**src/rtl/wgd_pkg.sv**
```systemverilog
package wgd_pkg;
    typedef enum logic {
        PH_IDLE = 1'b0,
        PH_RUN  = 1'b1
    } phase_e;
endpackage

```
**src/rtl/wgd_rr_ptr.sv**
```systemverilog
module wgd_rr_ptr #(
    parameter int N_UNITS = 4,
    parameter int PW      = (N_UNITS > 1) ? $clog2(N_UNITS) : 1
) (
    input  logic          clk,
    input  logic          rst_n,
    input  logic          adv,
    output logic [PW-1:0] ptr
);
    localparam logic [PW-1:0] LAST = PW'(N_UNITS - 1);

    typedef struct packed {
        logic [PW-1:0] ptr;
    } rr_s;

    rr_s rr_d, rr_q;

    always_comb begin
        rr_d = rr_q;
        if (adv) begin
            rr_d.ptr = (rr_q.ptr == LAST) ? '0 : rr_q.ptr + PW'(1);
        end
    end

    always_ff @(posedge clk) begin
        if (!rst_n) rr_q <= '0;
        else        rr_q <= rr_d;
    end

    assign ptr = rr_q.ptr;

    // every visited unit moves the pointer on by one, modulo N
    p_ptr_step_r3: assert property (@(posedge clk) disable iff (!rst_n)
        adv |=> (ptr == (($past(ptr) == LAST) ? '0 : $past(ptr) + PW'(1))));

    // no visit, no movement
    p_ptr_hold_r3: assert property (@(posedge clk) disable iff (!rst_n)
        !adv |=> $stable(ptr));
endmodule

```
**src/rtl/wgd_grid_walk.sv**
```systemverilog
module wgd_grid_walk #(
    parameter int DIM_W = 8,
    parameter int GID_W = 16
) (
    input  logic             clk,
    input  logic             rst_n,
    input  logic             load,
    input  logic [DIM_W-1:0] gx,
    input  logic [DIM_W-1:0] gy,
    input  logic [DIM_W-1:0] gz,
    input  logic [DIM_W-1:0] wx,
    input  logic [DIM_W-1:0] wy,
    input  logic [DIM_W-1:0] wz,
    input  logic             step,
    output logic [DIM_W-1:0] cur_x,
    output logic [DIM_W-1:0] cur_y,
    output logic [DIM_W-1:0] cur_z,
    output logic [GID_W-1:0] cur_gid,
    output logic             left,
    output logic             grid_fin
);
    localparam int MW = 2 * DIM_W + 1;

    typedef struct packed {
        logic [DIM_W-1:0] gx, gy, gz;
        logic [DIM_W-1:0] wx, wy, wz;
        logic [DIM_W-1:0] x, y, z;
        logic [GID_W-1:0] gid;
        logic             left;
    } walk_s;

    walk_s w_d, w_q;

    logic [MW-1:0] nx_m, ny_m, nz_m;
    logic          x_wrap, y_wrap, z_wrap;

    always_comb begin
        nx_m   = MW'(w_q.x) + MW'(1);
        ny_m   = MW'(w_q.y) + MW'(1);
        nz_m   = MW'(w_q.z) + MW'(1);
        x_wrap = (nx_m * MW'(w_q.wx)) >= MW'(w_q.gx);
        y_wrap = (ny_m * MW'(w_q.wy)) >= MW'(w_q.gy);
        z_wrap = (nz_m * MW'(w_q.wz)) >= MW'(w_q.gz);

        w_d = w_q;
        if (load) begin
            w_d.gx   = gx;
            w_d.gy   = gy;
            w_d.gz   = gz;
            w_d.wx   = wx;
            w_d.wy   = wy;
            w_d.wz   = wz;
            w_d.x    = '0;
            w_d.y    = '0;
            w_d.z    = '0;
            w_d.gid  = '0;
            w_d.left = 1'b1;
        end else if (step && w_q.left) begin
            w_d.gid = w_q.gid + GID_W'(1);
            if (!x_wrap) begin
                w_d.x = nx_m[DIM_W-1:0];
            end else begin
                w_d.x = '0;
                if (!y_wrap) begin
                    w_d.y = ny_m[DIM_W-1:0];
                end else begin
                    w_d.y = '0;
                    w_d.z = nz_m[DIM_W-1:0];
                    if (z_wrap) w_d.left = 1'b0;
                end
            end
        end
    end

    always_ff @(posedge clk) begin
        if (!rst_n) w_q <= '0;
        else        w_q <= w_d;
    end

    assign cur_x    = w_q.x;
    assign cur_y    = w_q.y;
    assign cur_z    = w_q.z;
    assign cur_gid  = w_q.gid;
    assign left     = w_q.left;
    assign grid_fin = w_q.left && x_wrap && y_wrap && z_wrap;

    // each accepted step bumps the flat number by exactly one
    p_gid_step_r5: assert property (@(posedge clk) disable iff (!rst_n)
        (step && left && !load) |=> (cur_gid == $past(cur_gid) + GID_W'(1)));

    // the step that finishes the grid clears the remaining flag
    p_left_clear_r7: assert property (@(posedge clk) disable iff (!rst_n)
        (step && grid_fin && !load) |=> !left);

    // a load restarts the walk at the origin
    p_load_origin_r9: assert property (@(posedge clk) disable iff (!rst_n)
        load |=> (left && cur_x == '0 && cur_y == '0 && cur_z == '0 && cur_gid == '0));
endmodule

```
**src/rtl/wgd_dispatch.sv**
```systemverilog
module wgd_dispatch #(
    parameter int N_UNITS = 4,
    parameter int DIM_W   = 8,
    parameter int GID_W   = 16
) (
    input  logic               clk,
    input  logic               rst_n,
    input  logic               grid_load,
    input  logic [DIM_W-1:0]   grid_x,
    input  logic [DIM_W-1:0]   grid_y,
    input  logic [DIM_W-1:0]   grid_z,
    input  logic [DIM_W-1:0]   wg_size_x,
    input  logic [DIM_W-1:0]   wg_size_y,
    input  logic [DIM_W-1:0]   wg_size_z,
    input  logic               pass_start,
    input  logic [N_UNITS-1:0] unit_ready,
    output logic [N_UNITS-1:0] unit_start,
    output logic [DIM_W-1:0]   start_x,
    output logic [DIM_W-1:0]   start_y,
    output logic [DIM_W-1:0]   start_z,
    output logic [GID_W-1:0]   start_gid,
    output logic               pass_busy,
    output logic               pass_done,
    output logic               pass_hit,
    output logic               grid_left
);
    import wgd_pkg::*;

    localparam int PW = (N_UNITS > 1) ? $clog2(N_UNITS) : 1;
    localparam logic [PW-1:0] LAST = PW'(N_UNITS - 1);

    typedef struct packed {
        phase_e             phase;
        logic [PW-1:0]      tried;
        logic               hit;
        logic               done;
        logic [N_UNITS-1:0] strobe;
        logic [DIM_W-1:0]   sx, sy, sz;
        logic [GID_W-1:0]   sgid;
    } ctl_s;

    ctl_s c_d, c_q;

    logic [PW-1:0]    ptr;
    logic [DIM_W-1:0] cur_x, cur_y, cur_z;
    logic [GID_W-1:0] cur_gid;
    logic             left, grid_fin;
    logic             running, take_load, fire, end_now;

    always_comb begin
        running   = (c_q.phase == PH_RUN);
        take_load = grid_load && !running;
        fire      = running && left && unit_ready[ptr];
        end_now   = running && ((c_q.tried == LAST) || (fire && grid_fin));
    end

    wgd_rr_ptr #(.N_UNITS(N_UNITS), .PW(PW)) i_rr (
        .clk (clk),
        .rst_n (rst_n),
        .adv (running),
        .ptr (ptr)
    );

    wgd_grid_walk #(.DIM_W(DIM_W), .GID_W(GID_W)) i_walk (
        .clk      (clk),
        .rst_n    (rst_n),
        .load     (take_load),
        .gx       (grid_x),
        .gy       (grid_y),
        .gz       (grid_z),
        .wx       (wg_size_x),
        .wy       (wg_size_y),
        .wz       (wg_size_z),
        .step     (fire),
        .cur_x    (cur_x),
        .cur_y    (cur_y),
        .cur_z    (cur_z),
        .cur_gid  (cur_gid),
        .left     (left),
        .grid_fin (grid_fin)
    );

    always_comb begin
        c_d        = c_q;
        c_d.strobe = '0;
        c_d.done   = 1'b0;
        if (!running) begin
            if (pass_start) begin
                c_d.phase = PH_RUN;
                c_d.tried = '0;
                c_d.hit   = 1'b0;
            end
        end else begin
            c_d.tried = c_q.tried + PW'(1);
            if (fire) begin
                c_d.strobe = N_UNITS'(1) << ptr;
                c_d.sx     = cur_x;
                c_d.sy     = cur_y;
                c_d.sz     = cur_z;
                c_d.sgid   = cur_gid;
                c_d.hit    = 1'b1;
            end
            if (end_now) begin
                c_d.phase = PH_IDLE;
                c_d.done  = 1'b1;
            end
        end
    end

    always_ff @(posedge clk) begin
        if (!rst_n) c_q <= '0;
        else        c_q <= c_d;
    end

    assign unit_start = c_q.strobe;
    assign start_x    = c_q.sx;
    assign start_y    = c_q.sy;
    assign start_z    = c_q.sz;
    assign start_gid  = c_q.sgid;
    assign pass_busy  = running;
    assign pass_done  = c_q.done;
    assign pass_hit   = c_q.hit;
    assign grid_left  = left;

    // never more than one unit started per cycle
    p_onehot_r4: assert property (@(posedge clk) disable iff (!rst_n)
        $onehot0(unit_start));

    // a started unit had its ready input up when it was visited
    p_ready_seen_r4: assert property (@(posedge clk) disable iff (!rst_n)
        (|unit_start) |-> ((unit_start & $past(unit_ready)) == unit_start));

    // nothing is started while idle
    p_idle_quiet_r2: assert property (@(posedge clk) disable iff (!rst_n)
        !pass_busy |=> (unit_start == '0));

    // a running pass is not restarted by another start request
    p_no_restart_r10: assert property (@(posedge clk) disable iff (!rst_n)
        (pass_busy && !end_now) |=> (pass_busy && !pass_done));

    // a strobe leaves the hit flag set
    p_hit_after_strobe_r8: assert property (@(posedge clk) disable iff (!rst_n)
        (|unit_start) |-> pass_hit);
endmodule

```
**config.mk**
```make
export PLATFORM = sky130hd
export DESIGN_NAME = wgd_dispatch
export DESIGN_NICKNAME = d
export VERILOG_FILES = /design/src/rtl/wgd_pkg.sv /design/src/rtl/wgd_rr_ptr.sv /design/src/rtl/wgd_grid_walk.sv /design/src/rtl/wgd_dispatch.sv
export SDC_FILE = /design/constraint.sdc
export NUM_CORES = 1
export LEC_CHECK = 0
export BUFFER_PORTS_ARGS = -buffer_cell sky130_fd_sc_hd__buf_2
export CORE_MARGIN = 2
export CORE_UTILIZATION = 50
export CTS_BUF_LIST = sky130_fd_sc_hd__clkbuf_16
export DETAILED_ROUTE_END_ITERATION = 10
export GPL_TIMING_DRIVEN = 0
export PLACE_DENSITY = 0.68
export REMOVE_ABC_BUFFERS = 1
export SYNTH_ARGS = -nofsm -noshare
export SYNTH_HDL_FRONTEND = slang
export SYNTH_SLANG_ARGS = --single-unit
```
**constraint.sdc**
```tcl
create_clock -name clk -period 6.71 [get_ports clk]
set_input_delay 0 -clock clk [delete_from_list [all_inputs] [get_ports clk]]
set_output_delay 0 -clock clk [all_outputs]
set_load 0.02 [all_outputs]
```
Word-level counts from Yosys, hierarchy flattened
Cells that the tools add are included.
W data, S select, Z words.
{"block": "totals", "register_bits": 140, "input_bits": 56, "out_inout_bits": 48, "wordCells": 78}
{"block": "classes", "addsub": 6, "multipliers": 3, "order_cmp": 4, "eq_ne": 3, "n_shift": 1, "n_mux": 15, "bitwise": 1, "n_reduce_logical": 24}
{"operator": "$ge A17 B8 Y1", "count": 3}
{"operator": "$mul A17 B8 Y17", "count": 3}
{"operator": "$add A8 B1 Y9 const B", "count": 3}
{"operator": "$add A16 B1 Y16 const B", "count": 1}
{"operator": "$mux W8", "count": 2}
{"operator": "$reduce_bool A2 Y1", "count": 5}
{"operator": "$logic_and A1 B1 Y1", "count": 9}
{"operator": "$mux W1", "count": 9}
{"operator": "$mux W4", "count": 2}
{"operator": "$reduce_and A2 Y1", "count": 4}
{"operator": "$reduce_and A3 Y1", "count": 2}
{"operator": "$add A2 B1 Y2 const B", "count": 2}
{"operator": "$eq A2 B2 Y1 const B", "count": 2}
{"operator": "$reduce_and A4 Y1", "count": 1}
{"operator": "$shl A1 B2 Y4 const A", "count": 1}
{"operator": "$lt A2 B3 Y1 const B", "count": 1}
{"operator": "$bmux W1 S2", "count": 1}
{"operator": "$mux W2", "count": 1}
{"operator": "$ne A2 B1 Y1 const B", "count": 1}
{"operator": "$reduce_or A2 Y1", "count": 1}
{"operator": "$logic_not A1 Y1", "count": 1}
{"operator": "$logic_or A1 B1 Y1", "count": 1}
{"operator": "$not A1 Y1", "count": 1}

Logic depth before layout (Yosys ltp)
{"block": "logic_depth", "ltp_word": 11, "depth_mapped": 25}

Hierarchy
Synthesis repeated with hierarchy kept, for this count alone.
{"block": "unflattened", "cells_unflattened": 1653, "area_unflattened_um2": 14562.7}
{"module": "wgd_grid_walk", "n_inst": 1, "cells_per_inst": 1385, "area_per_inst_um2": 12111.6}
{"module": "wgd_dispatch", "n_inst": 1, "cells_per_inst": 260, "area_per_inst_um2": 2356.0}
{"module": "wgd_rr_ptr", "n_inst": 1, "cells_per_inst": 8, "area_per_inst_um2": 95.1}

Worst setup path after synthesis
OpenSTA, ideal clock, no wires.
{"block": "synth_timing", "path_kind": "register -> register", "from": "reg i_walk.w_q (netlist bit i_walk.cur_x[0])", "to": "reg i_walk.w_q (netlist bit i_walk.cur_z[2])", "setup_ns": 0.116, "t_arrival_ns": 5.794, "required_time_ns": 6.594, "path_slack_ns": 0.800, "path_stages_with_launch": 23, "path_buffers": 2, "synth_period_minus_slack_ns": 5.910, "cell_sequence": "dfxtp_1 > ha_1 > and3_1 > nand3_1 > xor2_1 > nor2b_1 > fa_1 > fa_1 > fa_1 > inv_1 > fa_1 > inv_1 > ha_1 > buf_2 > and3_1 > and2_1 > a2111o_1 > a21o_1 > a2111oi_4 > and2_1 > buf_6 > nor3_2 > a31o_2"}
{"block": "synth_between", "elab_chain_len": 4}
{"element": "from (decl)", "line": "wgd_grid_walk.sv:32", "source": "walk_s w_d, w_q;"}
{"element": "from (signal assigned)", "line": "wgd_grid_walk.sv:77", "source": "else w_q <= w_d;"}
{"element": "$add A8 B1 Y9", "line": "wgd_grid_walk.sv:38", "source": "nx_m = MW'(w_q.x) + MW'(1);"}
{"element": "$mul A17 B8 Y17", "line": "wgd_grid_walk.sv:41", "source": "x_wrap = (nx_m * MW'(w_q.wx)) >= MW'(w_q.gx);"}
{"element": "$ge A17 B8 Y1", "line": "wgd_grid_walk.sv:41"}
{"element": "$reduce_and A3 Y1 (no source line)"}
No other way between the ends.
A chain may end at the register's enable or synchronous reset.

Worst setup path after layout
{"block": "layout_timing", "from": "reg i_walk.w_q (netlist bit i_walk.cur_x[0])", "to": "reg i_walk.w_q (netlist bit i_walk.cur_z[6])"}
Same word-level chain as after synthesis.

==> reports/qor.csv <==
metric,value,unit
Row Count,61,
warning count from the yosys run,0,
VDD IR max,172,µV
Final Worst Setup Slack,234,ps
ys async rst share,0,%
Sink Count,140,
die area,0.0296,mm²
sequential cell area fraction in the yosys report,19.8,%
simple-gate portion of the synthesized area,22.6,%
CTS root buf,clkbuf_16,
Util after Layout,58.2,%
"Arr. time, crit path",6790,ps
relative slew slack,13.4,%
Final GP Congestion,0.884,
CP Capture Type,flop,
DR vias/cell,5.29,
DRC,0,
"FF+latch count, synth",140,
gr busiest metal,met2,
period utilisation layout,96.5,%
CTS Buf Count,17,
CTS tree,yes,
worst reg2reg setup slack,230,ps
routed length per instance,15.1,µm
number of global-route vias before repair,11000,
initial core utilization,50.9,%
min Tclk post-route,6480,ps
M2 GR Usage,39.0,%
number of nets in the layout,2088,
setup tns final,0,ps
WS Path Type,flop to flop,
Crit Path Max Fanout,14,
final global-route overflow total,0,
first-pass GRT wire length,54000,µm
IO Count,104,
Final Hold Fails,0,
clock skew,11.0,ps
routed vias,11400,
mux contribution to synthesized area,0.815,%
Port Buffers,103,
# H-tree levels,4,
outcome,completed,
CTS max path bufs,2,
compound-cell area share of the yosys netlist,14.0,%
drt total wl,32500,µm
Final Slew Violations,0,
Adder-Cell Fraction of Synth Area,30.3,%
startpoint types,flop,
"EDFF count, synth",0,
WP data required,7030,ps
"Distinct cells, synth",76,
global-route met3 utilization,2.56,%
antenna-violating nets left,0,
Max Cap Violations,0,
pre-CTS WS,-724,ps
"Cell Area, Synth",0.0141,mm²
die height,172,µm
DPL Wire Length,24100,µm
Pwr Total,2.70,mW
Fmax,154,MHz
initial antenna violation count,1,
drt pass-1 iters,5,
Post-Syn Instances,1681,
LEAKAGE,7.51,nW
P per Cell Area,167,mW/mm²
Core Box Area,0.0278,mm²
Area Overhead vs Synth,14.4,%
largest net degree at the start of global routing,103,
Layout Cells excl Fill,2157,
XOR/XNOR Fraction of Synth Area,3.10,%
share of cells above drive strength 1,12.0,%
worst min path class,input pin to flop,
mean post-synth cell area,8.41,µm²
Clock Latency Late Sink,430,ps
Total GRT Usage,22.6,%
placed cells,2056,
CTS clock-pin slew for the worst setup and hold paths,70,ps
main combinational cell family by area after synthesis,adder cells,
worst-margin pin slew,1300,ps
Starting DRT DRC Count,727,
GRT met1 Usage,29.6,%
final setup fails,0,
Die X,172,µm
top_reg_cell synth,dfxtp_1,
-- cells in the mapped netlist, types with 4 or more instances --
cell	n	area, µm²
xnor2_1	19	166
a21o_1	12	90.1
nand3b_1	4	30.0
o31ai_1	5	37.5
a31oi_1	5	31.3
o21bai_1	4	30.0
nand4_1	15	93.8
buf_2	4	20.0
nor2_1	57	214
fa_1	126	2520
or3_1	5	31.3
o21ai_0	27	135
and2_1	99	619
mux2i_1	7	70.1
nor3_1	16	80.1
xor2_1	31	272
buf_4	45	338
inv_1	192	721
dfxtp_1	140	2800
nand3_1	31	155
a31o_2	5	43.8
and3_1	23	144
mux2_2	4	45.0
ha_1	141	1760
o211ai_1	11	82.6
a22oi_1	4	30.0
a211oi_1	8	60.1
nand2_1	250	938
nor3b_1	5	37.5
clkbuf_1	56	210
a21boi_0	92	691
nor2b_1	83	519
o22ai_1	5	31.3
a21oi_1	51	255
o21a_1	10	75.1
nand2b_1	28	175
-- cells in the final DEF (no fill, tap or decap), types with 30 or more instances in the layout --
cell | Yosys | routed
and2_1 | 99 | 98
nor2b_1 | 83 | 82
nor2_1 | 57 | 56
a21oi_1 | 51 | 50
dfxtp_1 | 140 | 137
nand2_1 | 250 | 250
ha_1 | 141 | 141
buf_2 | 4 | 102
a21boi_0 | 92 | 92
fa_1 | 126 | 126
nand3_1 | 31 | 30
dlygate4sd3_1 | 0 | 49
inv_1 | 192 | 192
-- routing by layer --
layer  vias to the layer above  share of wire [%]
li1                       5639                  -
met1                      5490                 45
met2                       225                 49
met3                        49                3.4
met5                         -                  0
met4                         0                2.3
-- power by group --
part           switching [mW]  internal (mW)
logic                   0.408          0.308
clock network           0.434          0.568
registers              0.0979          0.885
total                   0.940           1.76
-- through the flow --
step           hold slack [ps]  area, µm²
5_1_grt                   91.0      16200
4_1_cts                   73.4      15900
3_3_place_gp               255      14500
3_5_place_dp               261      14600
6_report                  81.4      16200
2_1_floorplan              118      13500
-- worst max-delay path, cell delays in order (launching register included) --
cell	delay, ps
dfxtp_4	450
ha_1	240
and3_1	270
nand3_2	230
xor2_4	260
buf_4	170
nor2b_1	160
fa_1	450
fa_1	500
fa_1	550
inv_1	50
fa_1	530
inv_1	40
ha_1	350
and3_1	230
and2_1	180
a2111o_1	380
a21o_1	190
a2111oi_4	430
a21oi_4	190
buf_12	190
and3_1	180
mux2i_1	130
-- sequential cells by signal, indices dropped and copies added, names as in the netlist, 4 cells and up --
name and cells:
i_walk.cur_gid 16, i_walk.cur_x 8, i_walk.cur_y 8, i_walk.cur_z 8, i_walk.w_q 48, start_gid 16, start_x 8, start_y 8
start_z 8, unit_start 4
-- kinds of logic (layout without fill, tap and decap cells) --
logic type	Yosys count	in the layout
simple gates	633	634
buf+inv	302	398
compound gates	278	278
fa+ha+maj	267	267
flops	140	140
xor+xnor	50	50
mux	11	11
other cells	0	1
-- layout make-up --
cell class	count	area [µm²]
Antenna cell	1	2.50
Clock buffer	17	425
Clock inverter	15	193
Fill cell	2522	11600
Inverter	192	721
Multi-Input combinational cell	1240	10300
Sequential cell	140	2810
Tap cell	378	473
Timing Repair Buffer	174	1240
-- final timing paths --
| kind | from | to | cells past startpoint |
|---|---|---|---|
| worst max-delay path | i_walk.cur_x[0] | i_walk.cur_z[6] | 22 |
| worst min-delay path | grid_load | i_walk.w_q[48] | 4 |
| worst min register to register | start_z[3] | start_z[3] | 2 |
| worst max register to register | i_walk.cur_x[0] | i_walk.cur_z[6] | 22 |
-- repair_timing --
item	in CTS	in global routing
gates cloned	0	1
pin swaps	0	5
endpoints found under the setup margin	27	27
gates resized for setup	21	23
hold buffers	49	0
setup buffers	0	18
hold endpoints to repair	52	0
No activity file was read; power rests on OpenSTA's default activity.
